### config.mk
export PLATFORM = sky130hd
export DESIGN_NAME = bchk_trap_unit
export DESIGN_NICKNAME = d
export VERILOG_FILES = /design/src/rtl/bchk_pkg.sv /design/src/rtl/bchk_sext.sv /design/src/rtl/bchk_compare.sv /design/src/rtl/bchk_decide.sv /design/src/rtl/bchk_trap_unit.sv
export SDC_FILE = /design/constraint.sdc
export NUM_CORES = 1
export LEC_CHECK = 0
export BUFFER_PORTS_ARGS = -buffer_cell sky130_fd_sc_hd__buf_2
export CORE_UTILIZATION = 48
export CTS_CLUSTER_DIAMETER = 80
export CTS_CLUSTER_SIZE = 25
export DETAILED_ROUTE_END_ITERATION = 7
export GPL_TIMING_DRIVEN = 0
export PLACE_DENSITY = 0.79
export RECOVER_POWER = 100
export SYNTH_ARGS = -nofsm -noshare
export SYNTH_HDL_FRONTEND = slang
export SYNTH_SLANG_ARGS = --single-unit
### constraint.sdc
create_clock -name clk -period 3.15 [get_ports clk]
set_input_delay 0.1575 -clock clk [delete_from_list [all_inputs] [get_ports clk]]
set_output_delay 0.1575 -clock clk [all_outputs]
set_load 0.005 [all_outputs]
### src/rtl/bchk_pkg.sv
package bchk_pkg;

    typedef enum logic [1:0] {
        SZ_BYTE = 2'd0,
        SZ_WORD = 2'd1,
        SZ_LONG = 2'd2,
        SZ_LALT = 2'd3
    } size_e;

    typedef enum logic {
        MODE_SINGLE = 1'b0,
        MODE_DUAL   = 1'b1
    } mode_e;

    typedef enum logic {
        ST_IDLE   = 1'b0,
        ST_REPORT = 1'b1
    } state_e;

    typedef struct packed {
        logic below_lo;
        logic above_hi;
        logic eq_lo;
        logic eq_hi;
        logic val_neg;
        logic hi_neg;
        logic ordered;
    } cmp_t;

    typedef struct packed {
        logic n;
        logic z;
        logic c;
        logic un;
        logic uz;
        logic uc;
        logic trap;
    } verdict_t;

    localparam int NUM_OPERANDS = 3;

endpackage

### src/rtl/bchk_sext.sv
module bchk_sext
    import bchk_pkg::*;
#(
    parameter int DATA_W = 32,
    parameter int BYTE_W = 8,
    parameter int WORD_W = 16
) (
    input  logic [1:0]        size,
    input  logic [DATA_W-1:0] raw,
    output logic [DATA_W-1:0] ext
);
    localparam int BYTE_PAD = DATA_W - BYTE_W;
    localparam int WORD_PAD = DATA_W - WORD_W;

    always_comb begin
        unique case (size_e'(size))
            SZ_BYTE: ext = {{BYTE_PAD{raw[BYTE_W-1]}}, raw[BYTE_W-1:0]};
            SZ_WORD: ext = {{WORD_PAD{raw[WORD_W-1]}}, raw[WORD_W-1:0]};
            SZ_LONG: ext = raw;
            SZ_LALT: ext = raw;
            default: ext = raw;
        endcase
    end
endmodule

### src/rtl/bchk_compare.sv
module bchk_compare
    import bchk_pkg::*;
#(
    parameter int DATA_W = 32
) (
    input  logic [DATA_W-1:0] value,
    input  logic [DATA_W-1:0] lower,
    input  logic [DATA_W-1:0] upper,
    output cmp_t              cmp
);
    logic signed [DATA_W-1:0] sv, sl, su;

    always_comb begin
        sv = signed'(value);
        sl = signed'(lower);
        su = signed'(upper);
        cmp.below_lo = sv < sl;
        cmp.above_hi = sv > su;
        cmp.eq_lo    = sv == sl;
        cmp.eq_hi    = sv == su;
        cmp.val_neg  = sv[DATA_W-1];
        cmp.hi_neg   = su[DATA_W-1];
        cmp.ordered  = sl <= su;
    end
endmodule

### src/rtl/bchk_decide.sv
module bchk_decide
    import bchk_pkg::*;
#(
    parameter int               LEN_W      = 3,
    parameter logic [LEN_W-1:0] LEN_SINGLE = 3'd2,
    parameter logic [LEN_W-1:0] LEN_DUAL   = 3'd4
) (
    input  logic             mode,
    input  cmp_t             cmp,
    output verdict_t         vd,
    output logic [LEN_W-1:0] len
);
    // In single-bound mode the lower comparison is against zero (muxed upstream).
    logic outside;
    logic inside_wrap;

    always_comb begin
        outside     = cmp.below_lo | cmp.above_hi;
        inside_wrap = cmp.below_lo & cmp.above_hi;
        vd          = '0;
        len         = '0;
        unique case (mode_e'(mode))
            MODE_SINGLE: begin
                vd.n    = cmp.val_neg;
                vd.c    = cmp.hi_neg ? inside_wrap : outside;
                vd.un   = 1'b1;
                vd.uc   = 1'b1;
                vd.trap = cmp.val_neg | cmp.above_hi;
                len     = vd.trap ? LEN_SINGLE : '0;
            end
            MODE_DUAL: begin
                vd.z    = cmp.eq_lo | cmp.eq_hi;
                vd.c    = cmp.ordered ? outside : inside_wrap;
                vd.uz   = 1'b1;
                vd.uc   = 1'b1;
                vd.trap = vd.c;
                len     = vd.trap ? LEN_DUAL : '0;
            end
            default: begin
                vd  = '0;
                len = '0;
            end
        endcase
    end
endmodule

### src/rtl/bchk_trap_unit.sv
module bchk_trap_unit
    import bchk_pkg::*;
#(
    parameter int               DATA_W     = 32,
    parameter int               BYTE_W     = 8,
    parameter int               WORD_W     = 16,
    parameter int               LEN_W      = 3,
    parameter logic [LEN_W-1:0] LEN_SINGLE = 3'd2,
    parameter logic [LEN_W-1:0] LEN_DUAL   = 3'd4
) (
    input  logic              clk,
    input  logic              rst_n,
    input  logic              req_valid,
    input  logic              req_mode,
    input  logic [1:0]        req_size,
    input  logic [DATA_W-1:0] req_value,
    input  logic [DATA_W-1:0] req_lower,
    input  logic [DATA_W-1:0] req_upper,
    output logic              res_valid,
    output logic              flag_n,
    output logic              flag_z,
    output logic              flag_c,
    output logic              upd_n,
    output logic              upd_z,
    output logic              upd_c,
    output logic              trap_req,
    output logic [LEN_W-1:0]  trap_len
);
    localparam int OP_VAL = 0;
    localparam int OP_LO  = 1;
    localparam int OP_HI  = 2;

    logic [DATA_W-1:0] raw_op [NUM_OPERANDS];
    logic [DATA_W-1:0] ext_op [NUM_OPERANDS];
    logic [DATA_W-1:0] lower_eff;
    cmp_t              cmp;
    verdict_t          vd;
    logic [LEN_W-1:0]  len;
    state_e            state_q, state_d;

    always_comb begin
        raw_op[OP_VAL] = req_value;
        raw_op[OP_LO]  = req_lower;
        raw_op[OP_HI]  = req_upper;
    end

    for (genvar g = 0; g < NUM_OPERANDS; g++) begin : g_sext
        bchk_sext #(
            .DATA_W (DATA_W),
            .BYTE_W (BYTE_W),
            .WORD_W (WORD_W)
        ) u_sext (
            .size (req_size),
            .raw  (raw_op[g]),
            .ext  (ext_op[g])
        );
    end

    assign lower_eff = (mode_e'(req_mode) == MODE_SINGLE) ? '0 : ext_op[OP_LO];

    bchk_compare #(.DATA_W(DATA_W)) u_cmp (
        .value (ext_op[OP_VAL]),
        .lower (lower_eff),
        .upper (ext_op[OP_HI]),
        .cmp   (cmp)
    );

    bchk_decide #(
        .LEN_W      (LEN_W),
        .LEN_SINGLE (LEN_SINGLE),
        .LEN_DUAL   (LEN_DUAL)
    ) u_dec (
        .mode (req_mode),
        .cmp  (cmp),
        .vd   (vd),
        .len  (len)
    );

    // Next-state: T_ACCEPT / T_WAIT from idle, T_CHAIN / T_DRAIN from report
    always_comb begin
        unique case (state_q)
            ST_IDLE:   state_d = req_valid ? ST_REPORT : ST_IDLE;
            ST_REPORT: state_d = req_valid ? ST_REPORT : ST_IDLE;
            default:   state_d = ST_IDLE;
        endcase
    end

    // State register
    always_ff @(posedge clk) begin
        if (!rst_n) state_q <= ST_IDLE;
        else        state_q <= state_d;
    end

    assign res_valid = (state_q == ST_REPORT);

    // Output registers: loaded on a strobe, cleared otherwise
    always_ff @(posedge clk) begin
        if (!rst_n || !req_valid) begin
            flag_n   <= 1'b0;
            flag_z   <= 1'b0;
            flag_c   <= 1'b0;
            upd_n    <= 1'b0;
            upd_z    <= 1'b0;
            upd_c    <= 1'b0;
            trap_req <= 1'b0;
            trap_len <= '0;
        end else begin
            flag_n   <= vd.n;
            flag_z   <= vd.z;
            flag_c   <= vd.c;
            upd_n    <= vd.un;
            upd_z    <= vd.uz;
            upd_c    <= vd.uc;
            trap_req <= vd.trap;
            trap_len <= len;
        end
    end
endmodule

==> summary.md, run 1 <==
| Metric | Value |
|---|---|
| Status | complete, no violations |
| Nets | 798 |
| Post-synth EDFFs | 0 |
| Iter 0 DRT Violations | 200 |
| Post-synthesis sequential area ratio | 5.72% |
| Average size of a mapped cell | 7.28 µm² |
| Register area | 200 µm² |
| 1st-pass router iterations | 6 |
| # DRC | 0 |
| Crit path max fanout | 8 |
| Top-Level Pins | 113 |
| Share of cells above drive strength 1 | 35.6% |
| Unique masters post-synth | 67 |
| Chip height | 87.4 µm |
| Crit end category | flip-flop |
| Top FF cell, synth | dfxtp_1 |
| Worst hold-check path type | in2reg |
| Chip width | 87.4 µm |
| Total Power | 1060 µW |
| CTS Buffer Depth | 2 |
| Area taken by multi-input logic gates | 0.00340 mm² |
| Pint | 587 µW |
| Vias/cell | 5.89 |
| Drt wl/cell | 16.6 µm |
| PortBufs | 109 |
| Max Cap Viol | 0 |
| RSZ-0062 raised after global routing | yes |
| Maximum VDD drop | 0.137 mV |
| Initial Util | 50.7% |
| Placed cell count | 686 |
| GR Overflow Total | 0 |
| Antenna viol nets, final | 0 |
| Share of the synthesized area in the top cell type | 29.3% |
| First-pass GRT wire length | 18400 µm |
| Async SR Flop Fraction | 0% |
| Cell Area, Synth | 0.00350 mm² |
| Peak Freq | 0.324 GHz |
| Reg power frac | 12.9% |
| Pwr per Cell Area | 217 mW/mm² |
| Routed wire length | 11700 µm |
| Clk pwr share | 11.9% |
| WP data required | 3.27 ns |
| Main area contributors after synthesis | ha_1 29%, a21oi_1 6.4%, o21ai_0 6.1%, dfxtp_1 5.7%, inv_1 5.0% |
| Largest net degree at the start of global routing | 11 |
| Fill cells | 570 |
| CTS buffer count | 3 |
| Yosys reg bits | 10 |
| Final hold vios | 0 |
| Post-Route Setup TNS | 0 ns |
| Layout Cells excl Fill | 708 |
| Largest area contributor in the netlist | ha_1 |
| Gr usage total | 29.8% |
| CTS H-tree lvls | 1 |
| Count leader, synth | ha_1 |
| Hold Path Stages | 3 |
| Clk pin slew, worst setup/hold paths | 0.04 ns |
| Num rows | 30 |
| Root Buffer | clkbuf_8 |
| Ys Warns | 0 |
| Vias in the first global route | 3929 |
| Vias | 4172 |
| Critical Path AT | 3.20 ns |
| CTS Sinks | 10 |
| Hold Buf Count CTS | 0 |
| Post-synth top cells | 82 x ha_1, 47 x inv_1, 45 x a21oi_1 |
| Syn Inst Count | 481 |
| Critical path startpoint category | input pin |
| Antenna violations before repair | 0 |
| Core area | 0.00691 mm² |
| DP Wirelength | 9110 µm |
| Comb pwr share | 75.3% |
| Switching Fraction | 44.4% |
| Syn nets | 665 |
| TritonCTS clock tree | yes |
| Fin crit period | 3.09 ns |
| Crit share post-route | 97.9% |
| Max-slew violation count | 0 |
| Area Overhead vs Synth | 38.9% |
| Crit Path Category | in2reg |
| N_diodes | 0 |
| Leak | 0.00248 µW |
| P_sw | 469 µW |
| Final Setup Violations | 0 |
| Final Wtd Congestion | 0.920 |
| DIE AREA | 0.00764 mm² |
[worst max-delay path: stages]
cell       delay [ns]
buf_12           0.12
or2_4            0.28
clkbuf_16        0.18
a21oi_4          0.14
nand2b_4         0.15
inv_4            0.04
ha_4             0.25
and3_4           0.19
and3_4           0.21
o311ai_4         0.09
or4_4            0.46
o211ai_1         0.35
a21oi_2          0.13
o31ai_2          0.22
maj3_2           0.22
nor2_1           0.03
[per-stage QoR]
| step | cell area [µm²] | setup WS, ns | hold slack (ns) | util (%) |
|---|---|---|---|---|
| finish | 4860 | 0.0646 | 0.250 | 70.4 |
| global route | 4860 | -0.0446 | 0.271 | 70.4 |
| CTS | 4580 | 0.00658 | 0.254 | 66.3 |
| detailed placement | 4220 | -0.639 | 0.491 | 61.1 |
| global placement | 4220 | -0.596 | 0.469 | 61.1 |
| floorplan | 3550 | 0.000340 | 0.350 | - |
[power by group through the flow]
stage	Combinational [µW]	Sequential, µW	Clock [µW]
finish	795	136	126
global route	878	136	134
CTS	713	136	128
detailed placement	650	138	0
global placement	627	138	0
floorplan	442	139	0
[sequential cells by signal, indices dropped and copies added, names as in the netlist]
signal and flops:
trap_req 1, flag_n 1, trap_len 2, upd_c 1
upd_n 1, flag_c 1, res_valid 1, flag_z 1
upd_z 1
[cell families after synthesis]
group,share of synthesized area [%]
AND/OR/NAND/NOR,21.5
multiplexers,2.43
adder cells (fa/ha/maj),29.9
AO/OA/AOI/OAI,29.9
buffers and inverters,7.65
flip-flops,5.72
other,0.107
XOR/XNOR,2.75
[worst paths after layout]
kind / from / endpoint / slack [ns]
worst max-delay path: req_size[0] / flag_c$_SDFF_PP0_ / 0.06
worst min-delay path: rst_n / res_valid$_SDFF_PN0_ / 0.25
[cells in the final DEF (no fill, tap or decap), types with 3 or more instances in the layout]
cell       instances
a211oi_1           5
a21o_1            16
a21oi_1           36
a21oi_2            3
a21oi_4            8
a31oi_1            4
buf_2            110
buf_4             22
buf_8              3
clkbuf_4           4
clkbuf_8           4
dfxtp_1           10
ha_1              76
ha_4               6
inv_1             44
mux2i_1            3
nand2_1           32
nand2b_1          11
nand2b_4           3
nand3_1            9
nand4_1           17
nor2_1            16
nor2b_1            8
nor3_1             7
o2111ai_1          3
o211ai_1           7
o21a_1            14
o21ai_0           32
o21ai_2            9
o22ai_1            6
xnor2_1           10
[routing by layer]
metal  routed length (µm)  up-vias  GRT usage [%]
li1                     -     2048              -
met1                 4970     1927           38.1
met2                 5820      181           54.5
met3                  746       16           2.27
met4                  186        0           5.96
met5                    0        -              0
[layout make-up]
cell class              count  share of cell area, %
repair buffers            130                   15.5
well taps                  96                   2.47
plain buffers              16                   3.27
inverters                  48                   3.96
flip-flops and latches     10                   4.12
multi-input cells         405                   69.9
clock buffers               3                  0.849
[what timing repair did]
item,in CTS,in global routing
gates cloned,1,1
resized for setup,69,53
pin swaps,22,24
setup endpoints to repair,4,4
buffers inserted,7,12
Note: power is estimated with default switching activity, not from simulation.
==> inputs of run 2 (changes only) <==
--- a/config.mk
+++ b/config.mk
@@ -6,6 +6,7 @@
 export NUM_CORES = 1
 export LEC_CHECK = 0
 export BUFFER_PORTS_ARGS = -buffer_cell sky130_fd_sc_hd__buf_2
+export CORE_MARGIN = 5
 export CORE_UTILIZATION = 48
 export CTS_CLUSTER_DIAMETER = 80
 export CTS_CLUSTER_SIZE = 25
==> run 2 against run 1 <==
First-iteration DRC count shrank 41%. Die area rose by 19%. Clock power increased by 21%.
==> summary.md, run 2 (synthesized netlist as in run 1, its figures left out) <==
| Metric | Value |
|---|---|
| Status | complete, no violations |
| Crit path max fanout | 6 |
| Grt met1 use | 30.4% |
| Maximum VDD drop | 0.148 mV |
| Nets | 796 |
| Share of cells above drive strength 1 | 35.4% |
| Peak Freq | 0.324 GHz |
| Met2 Resource Use GR | 45.2% |
| Critical path startpoint category | input pin |
| GR Overflow Total | 0 |
| Vias/cell | 5.84 |
| Vias in the first global route | 3995 |
| CTS H-tree lvls | 1 |
| DP Wirelength | 9480 µm |
| Num rows | 31 |
| Antenna viol nets, final | 0 |
| Hold Path Stages | 3 |
| Clk pin slew, worst setup/hold paths | 0.04 ns |
| Max Cap Viol | 0 |
| Leak | 0.00246 µW |
| First-pass GRT wire length | 18100 µm |
| CTS Buffer Depth | 2 |
| Antenna violations before repair | 0 |
| Crit end category | flip-flop |
| Final hold vios | 0 |
| Gr usage total | 24.5% |
| Hold path endpoint | res_valid$_SDFF_PN0_ |
| Final Setup Violations | 0 |
| Most common cell after layout, fill and taps aside | buf_2 |
| Largest net degree at the start of global routing | 11 |
| 1st-pass router iterations | 5 |
| Root Buffer | clkbuf_8 |
| Slew margin rel. | 55.6% |
| PortBufs | 109 |
| Most used routing layer | met2 |
| Chip width | 95.4 µm |
| # DRC | 0 |
| Worst hold-check path type | in2reg |
| Crit share post-route | 97.9% |
| GRT met3 Usage | 2.45% |
| Post-Route Setup TNS | 0 ns |
| CTS Sinks | 10 |
| TritonCTS clock tree | yes |
| DIE AREA | 0.00910 mm² |
| Core area | 0.00718 mm² |
| WP data required | 3.30 ns |
| Min-delay src | req_valid |
| Initial Util | 48.8% |
| Total Power | 1080 µW |
| Chip height | 95.4 µm |
| Drt wl/cell | 16.7 µm |
| Area Overhead vs Synth | 38.8% |
| Iter 0 DRT Violations | 119 |
| Worst Max-Slew Pin Slew | 0.666 ns |
| N_diodes | 0 |
| RSZ-0062 raised after global routing | yes |
| Routed wire length | 11900 µm |
| Pwr per Cell Area | 222 mW/mm² |
| Top-Level Pins | 113 |
| Max reg flops | 2 |
| Final Wtd Congestion | 1.00 |
| Commonest cells after routing, fill and taps aside | 110 x buf_2, 75 x ha_1, 45 x inv_1 |
| Hold Buf Count CTS | 0 |
| CTS buffer count | 3 |
| Critical Path AT | 3.24 ns |
| Fin crit period | 3.08 ns |
| Vias | 4149 |
| Top reg by flops | trap_len |
| Crit Path Category | in2reg |
| Max-slew violation count | 0 |
run 2: cell types whose count changed in the layout (fill, tap and decap cells not counted), moves of 2 or more:
| cell | delta |
|---|---|
| a21oi_2 | +2 |
| a21oi_4 | -2 |
| buf_4 | -2 |
| buf_6 | +4 |
| nor3_2 | -2 |
| o21ai_0 | -2 |
| o21ai_1 | +4 |
| o21ai_2 | -5 |
| o21ai_4 | +3 |
run 2: worst max-delay path by stage:
stage | depth (start not counted) | to | start | slack (ns)
final | 15 | trap_req$_SDFF_PP0_ | req_size[0] | 0.07
after global routing | 15 | trap_req$_SDFF_PP0_ | req_size[1] | -0.11
after CTS | 15 | trap_req$_SDFF_PP0_ | req_size[0] | 0.001
after detailed placement | 15 | trap_req$_SDFF_PP0_ | req_size[1] | -0.63
after global placement | 15 | trap_req$_SDFF_PP0_ | req_size[1] | -0.54
after floorplan | 16 | trap_req$_SDFF_PP0_ | req_size[0] | 0.0003
run 2: area by class of cell:
class / instances / area (µm²)
buffer: 16 / 146
fill: 614 / 2320
tap: 99 / 124
inverter: 48 / 183
timing repair buffer: 128 / 738
sequential: 10 / 200
multi-input combinational: 405 / 3410
clock buffer: 4 / 55.1
run 2: repair_timing:
action | CTS | global route
gates cloned | 0 | 2
endpoints found under the setup margin | 4 | 4
gates resized for setup | 56 | 67
pin swaps | 12 | 29
buffers inserted | 3 | 14
run 2: worst max-delay path: stages:
cell and delay (ns):
buf_12 0.12, mux2_4 0.32, or2_4 0.31, buf_8 0.15, o21ai_4 0.08, ha_4 0.16, nand4_1 0.19, nor4_4 0.45
nand2_1 0.18, o31ai_4 0.30, nor3_4 0.08, a21oi_2 0.18, nor2_2 0.07, maj3_2 0.33, a211oi_2 0.16
run 2: routing by layer:
metal | vias up | wire length, µm | share of wire [%]
met5 | - | 0 | 0
met4 | 0 | 232 | 2.0
met3 | 22 | 799 | 6.7
met2 | 170 | 6010 | 51
met1 | 1906 | 4820 | 41
li1 | 2051 | - | -
run 2: power breakdown:
group / total [µW] / internal, µW / switching (µW)
clock network: 153 / 109 / 43.5
logic: 789 / 366 / 423
registers: 136 / 134 / 1.94
total: 1080 / 609 / 468
run 2: through the flow:
stage	cells	setup WS [ns]	instance area, µm²	hold WS, ns	utilization, %
after detailed placement	689	-0.629	4220	0.469	58.8
final	710	0.0654	4860	0.237	67.7
after global routing	710	-0.114	4860	0.256	67.7
after global placement	689	-0.544	4220	0.473	58.8
after CTS	695	0.00129	4490	0.228	62.5
after floorplan	481	0.000340	3550	0.350	-
==> inputs of run 3 (changes only) <==
--- a/config.mk
+++ b/config.mk
@@ -12,7 +12,7 @@
 export CTS_CLUSTER_SIZE = 25
 export DETAILED_ROUTE_END_ITERATION = 7
 export GPL_TIMING_DRIVEN = 0
-export PLACE_DENSITY = 0.79
+export PLACE_DENSITY_LB_ADDON = 0.12
 export RECOVER_POWER = 100
 export SYNTH_ARGS = -nofsm -noshare
 export SYNTH_HDL_FRONTEND = slang
==> run 3 against run 2 <==
Flip-flop and latch count stayed put. Sequential power hardly changed. Worst setup slack better by 0.012 ns. Critical path depth stayed put. Critical endpoint unchanged. Critical path type unchanged. Global-route usage is 0.35 points lower. First-iteration DRC count is 9.2% higher. Maximum frequency is 0.40% higher. Hold slack better by 0.0051 ns. Highest routed layer unchanged. Wire length is 0.40% higher. Final cell count is 0.70% higher. Cell area is 2.5% higher. Utilization is 1.7 points higher.
==> summary.md, run 3 (synthesized netlist as in run 1, its figures left out) <==
| Metric | Value |
|---|---|
| Final Worst Setup Slack | 0.0778 ns |
| Iter 0 DRT Violations | 130 |
| Status | complete, no violations |
| Root Buffer | clkbuf_8 |
| Leak | 0.00247 µW |
| Max reg flops | 2 |
| Pwr per Cell Area | 217 mW/mm² |
| Antenna viol nets, final | 0 |
| Chip height | 95.4 µm |
| 1st-pass router iterations | 4 |
| Routed wire length | 11900 µm |
| Met1 Wirelength | 5000 µm |
| Drt wl/cell | 16.7 µm |
| Chip width | 95.4 µm |
| Top sig layer | met4 |
| Max Cap Viol | 0 |
| CTS Sinks | 10 |
| CP max-delay cell | nor4_4 |
| # DRC | 0 |
| Met3 WL post-DR | 510 µm |
| Setup slack at placement | -0.682 ns |
| Min-delay src | req_valid |
| Largest net degree at the start of global routing | 11 |
| Most common cell after layout, fill and taps aside | buf_2 |
| Top-Level Pins | 113 |
| CTS Buffer Depth | 2 |
| Largest stage delay, worst path | 0.36 ns |
| Initial Util | 48.8% |
| Fin util | 69.4% |
| DP Wirelength | 9450 µm |
| Area Overhead vs Synth | 42.3% |
| Vias/cell | 5.69 |
| Worst-path cell chain | buf_12 > mux2_4 > or2_4 > buf_8 > o21ai_4 > ha_4 > nand4_1 > nor4_4 > buf_4 > nand3_4 > a211o_1 > a21oi_2 > nor2_4 > maj3_2 > a211oi_2 |
| Critical Path AT | 3.22 ns |
| PortBufs | 109 |
| Critical path startpoint category | input pin |
| Metal2 WL | 6220 µm |
| Antenna violations before repair | 0 |
| Vias in the first global route | 3979 |
| CTS buffer count | 3 |
| DIE AREA | 0.00910 mm² |
| Nets | 802 |
| Max-slew violation count | 0 |
| Hold Buf Count CTS | 0 |
| Share of cells above drive strength 1 | 36.4% |
| Peak Freq | 0.325 GHz |
| Crit end category | flip-flop |
| Worst hold-check path type | in2reg |
| CTS H-tree lvls | 1 |
| Fin crit period | 3.07 ns |
| Fill cells | 621 |
| Final Setup Violations | 0 |
| Crit Path Category | in2reg |
| Hold Path Stages | 3 |
| Vias | 4066 |
| Hold path endpoint | res_valid$_SDFF_PN0_ |
| Crit share post-route | 97.5% |
| Final hold vios | 0 |
| Core area | 0.00718 mm² |
| Maximum VDD drop | 0.119 mV |
| WP data required | 3.30 ns |
| Crit path max fanout | 5 |
| Gr usage total | 24.2% |
| Top reg by flops | trap_len |
| Final Wtd Congestion | 1.02 |
| Clk pin slew, worst setup/hold paths | 0.04 ns |
| Commonest cells after routing, fill and taps aside | 100 x buf_2, 72 x ha_1, 45 x inv_1 |
| Num rows | 31 |
| TritonCTS clock tree | yes |
| First-pass GRT wire length | 17900 µm |
| GR Overflow Total | 0 |
| N_diodes | 0 |
## run 3: power breakdown
part	total, µW	switching, µW	internal (µW)
clock	123	40.6	82.8
sequential	136	2.23	134
combinational	819	435	384
total	1080	477	601
## run 3: repair_timing
action	CTS	global route
gates resized for setup	59	87
endpoints found under the setup margin	4	3
gates cloned	0	2
buffers inserted	7	16
pin swaps	13	38
## run 3: worst max-delay path, delay by kind of cell
family / cells / cell delay (ns)
buffers and inverters: 3 / 0.46
and+or+nand+nor: 5 / 0.99
adders and majority gates: 2 / 0.47
muxes: 1 / 0.33
AOI/OAI and AO/OA: 4 / 0.80
## run 3: area by class of cell
| cell class | count | area (µm²) | share of cell area (%) |
|---|---|---|---|
| multi-input combinational | 405 | 3490 | 70.1 |
| timing repair buffer | 134 | 785 | 15.8 |
| sequential | 10 | 200 | 4.02 |
| inverter | 48 | 183 | 3.67 |
| buffer | 16 | 156 | 3.14 |
| tap | 99 | 124 | 2.49 |
| clock buffer | 3 | 41.3 | 0.829 |
## run 3: metal layers
| layer | up-vias | GRT usage (%) |
|---|---|---|
| met3 | 16 | 1.42 |
| li1 | 2061 | - |
| met1 | 1880 | 30.0 |
| met5 | - | 0 |
| met2 | 109 | 45.8 |
| met4 | 0 | 4.62 |
## run 3: worst max-delay path by stage
| stage | to | slack (ns) | from |
|---|---|---|---|
| floorplan | trap_req$_SDFF_PP0_ | 0.0003 | req_size[0] |
| global placement | trap_req$_SDFF_PP0_ | -0.65 | req_size[1] |
| detailed placement | trap_req$_SDFF_PP0_ | -0.68 | req_size[1] |
| global route | trap_req$_SDFF_PP0_ | -0.05 | req_size[0] |
| CTS | trap_req$_SDFF_PP0_ | 0.02 | req_size[0] |
| finish | trap_req$_SDFF_PP0_ | 0.08 | req_size[0] |
## run 3: stage by stage
step / total power [µW] / area (µm²) / hold WS (ns) / cells / setup TNS [ns]
after floorplan: 581 / 3550 / 0.350 / 481 / 0
after global placement: 771 / 4220 / 0.469 / 689 / -2.24
final: 1080 / 4980 / 0.242 / 715 / 0
after detailed placement: 785 / 4220 / 0.472 / 689 / -2.39
after global routing: 1180 / 4980 / 0.280 / 715 / -0.0609
after CTS: 956 / 4500 / 0.238 / 698 / 0
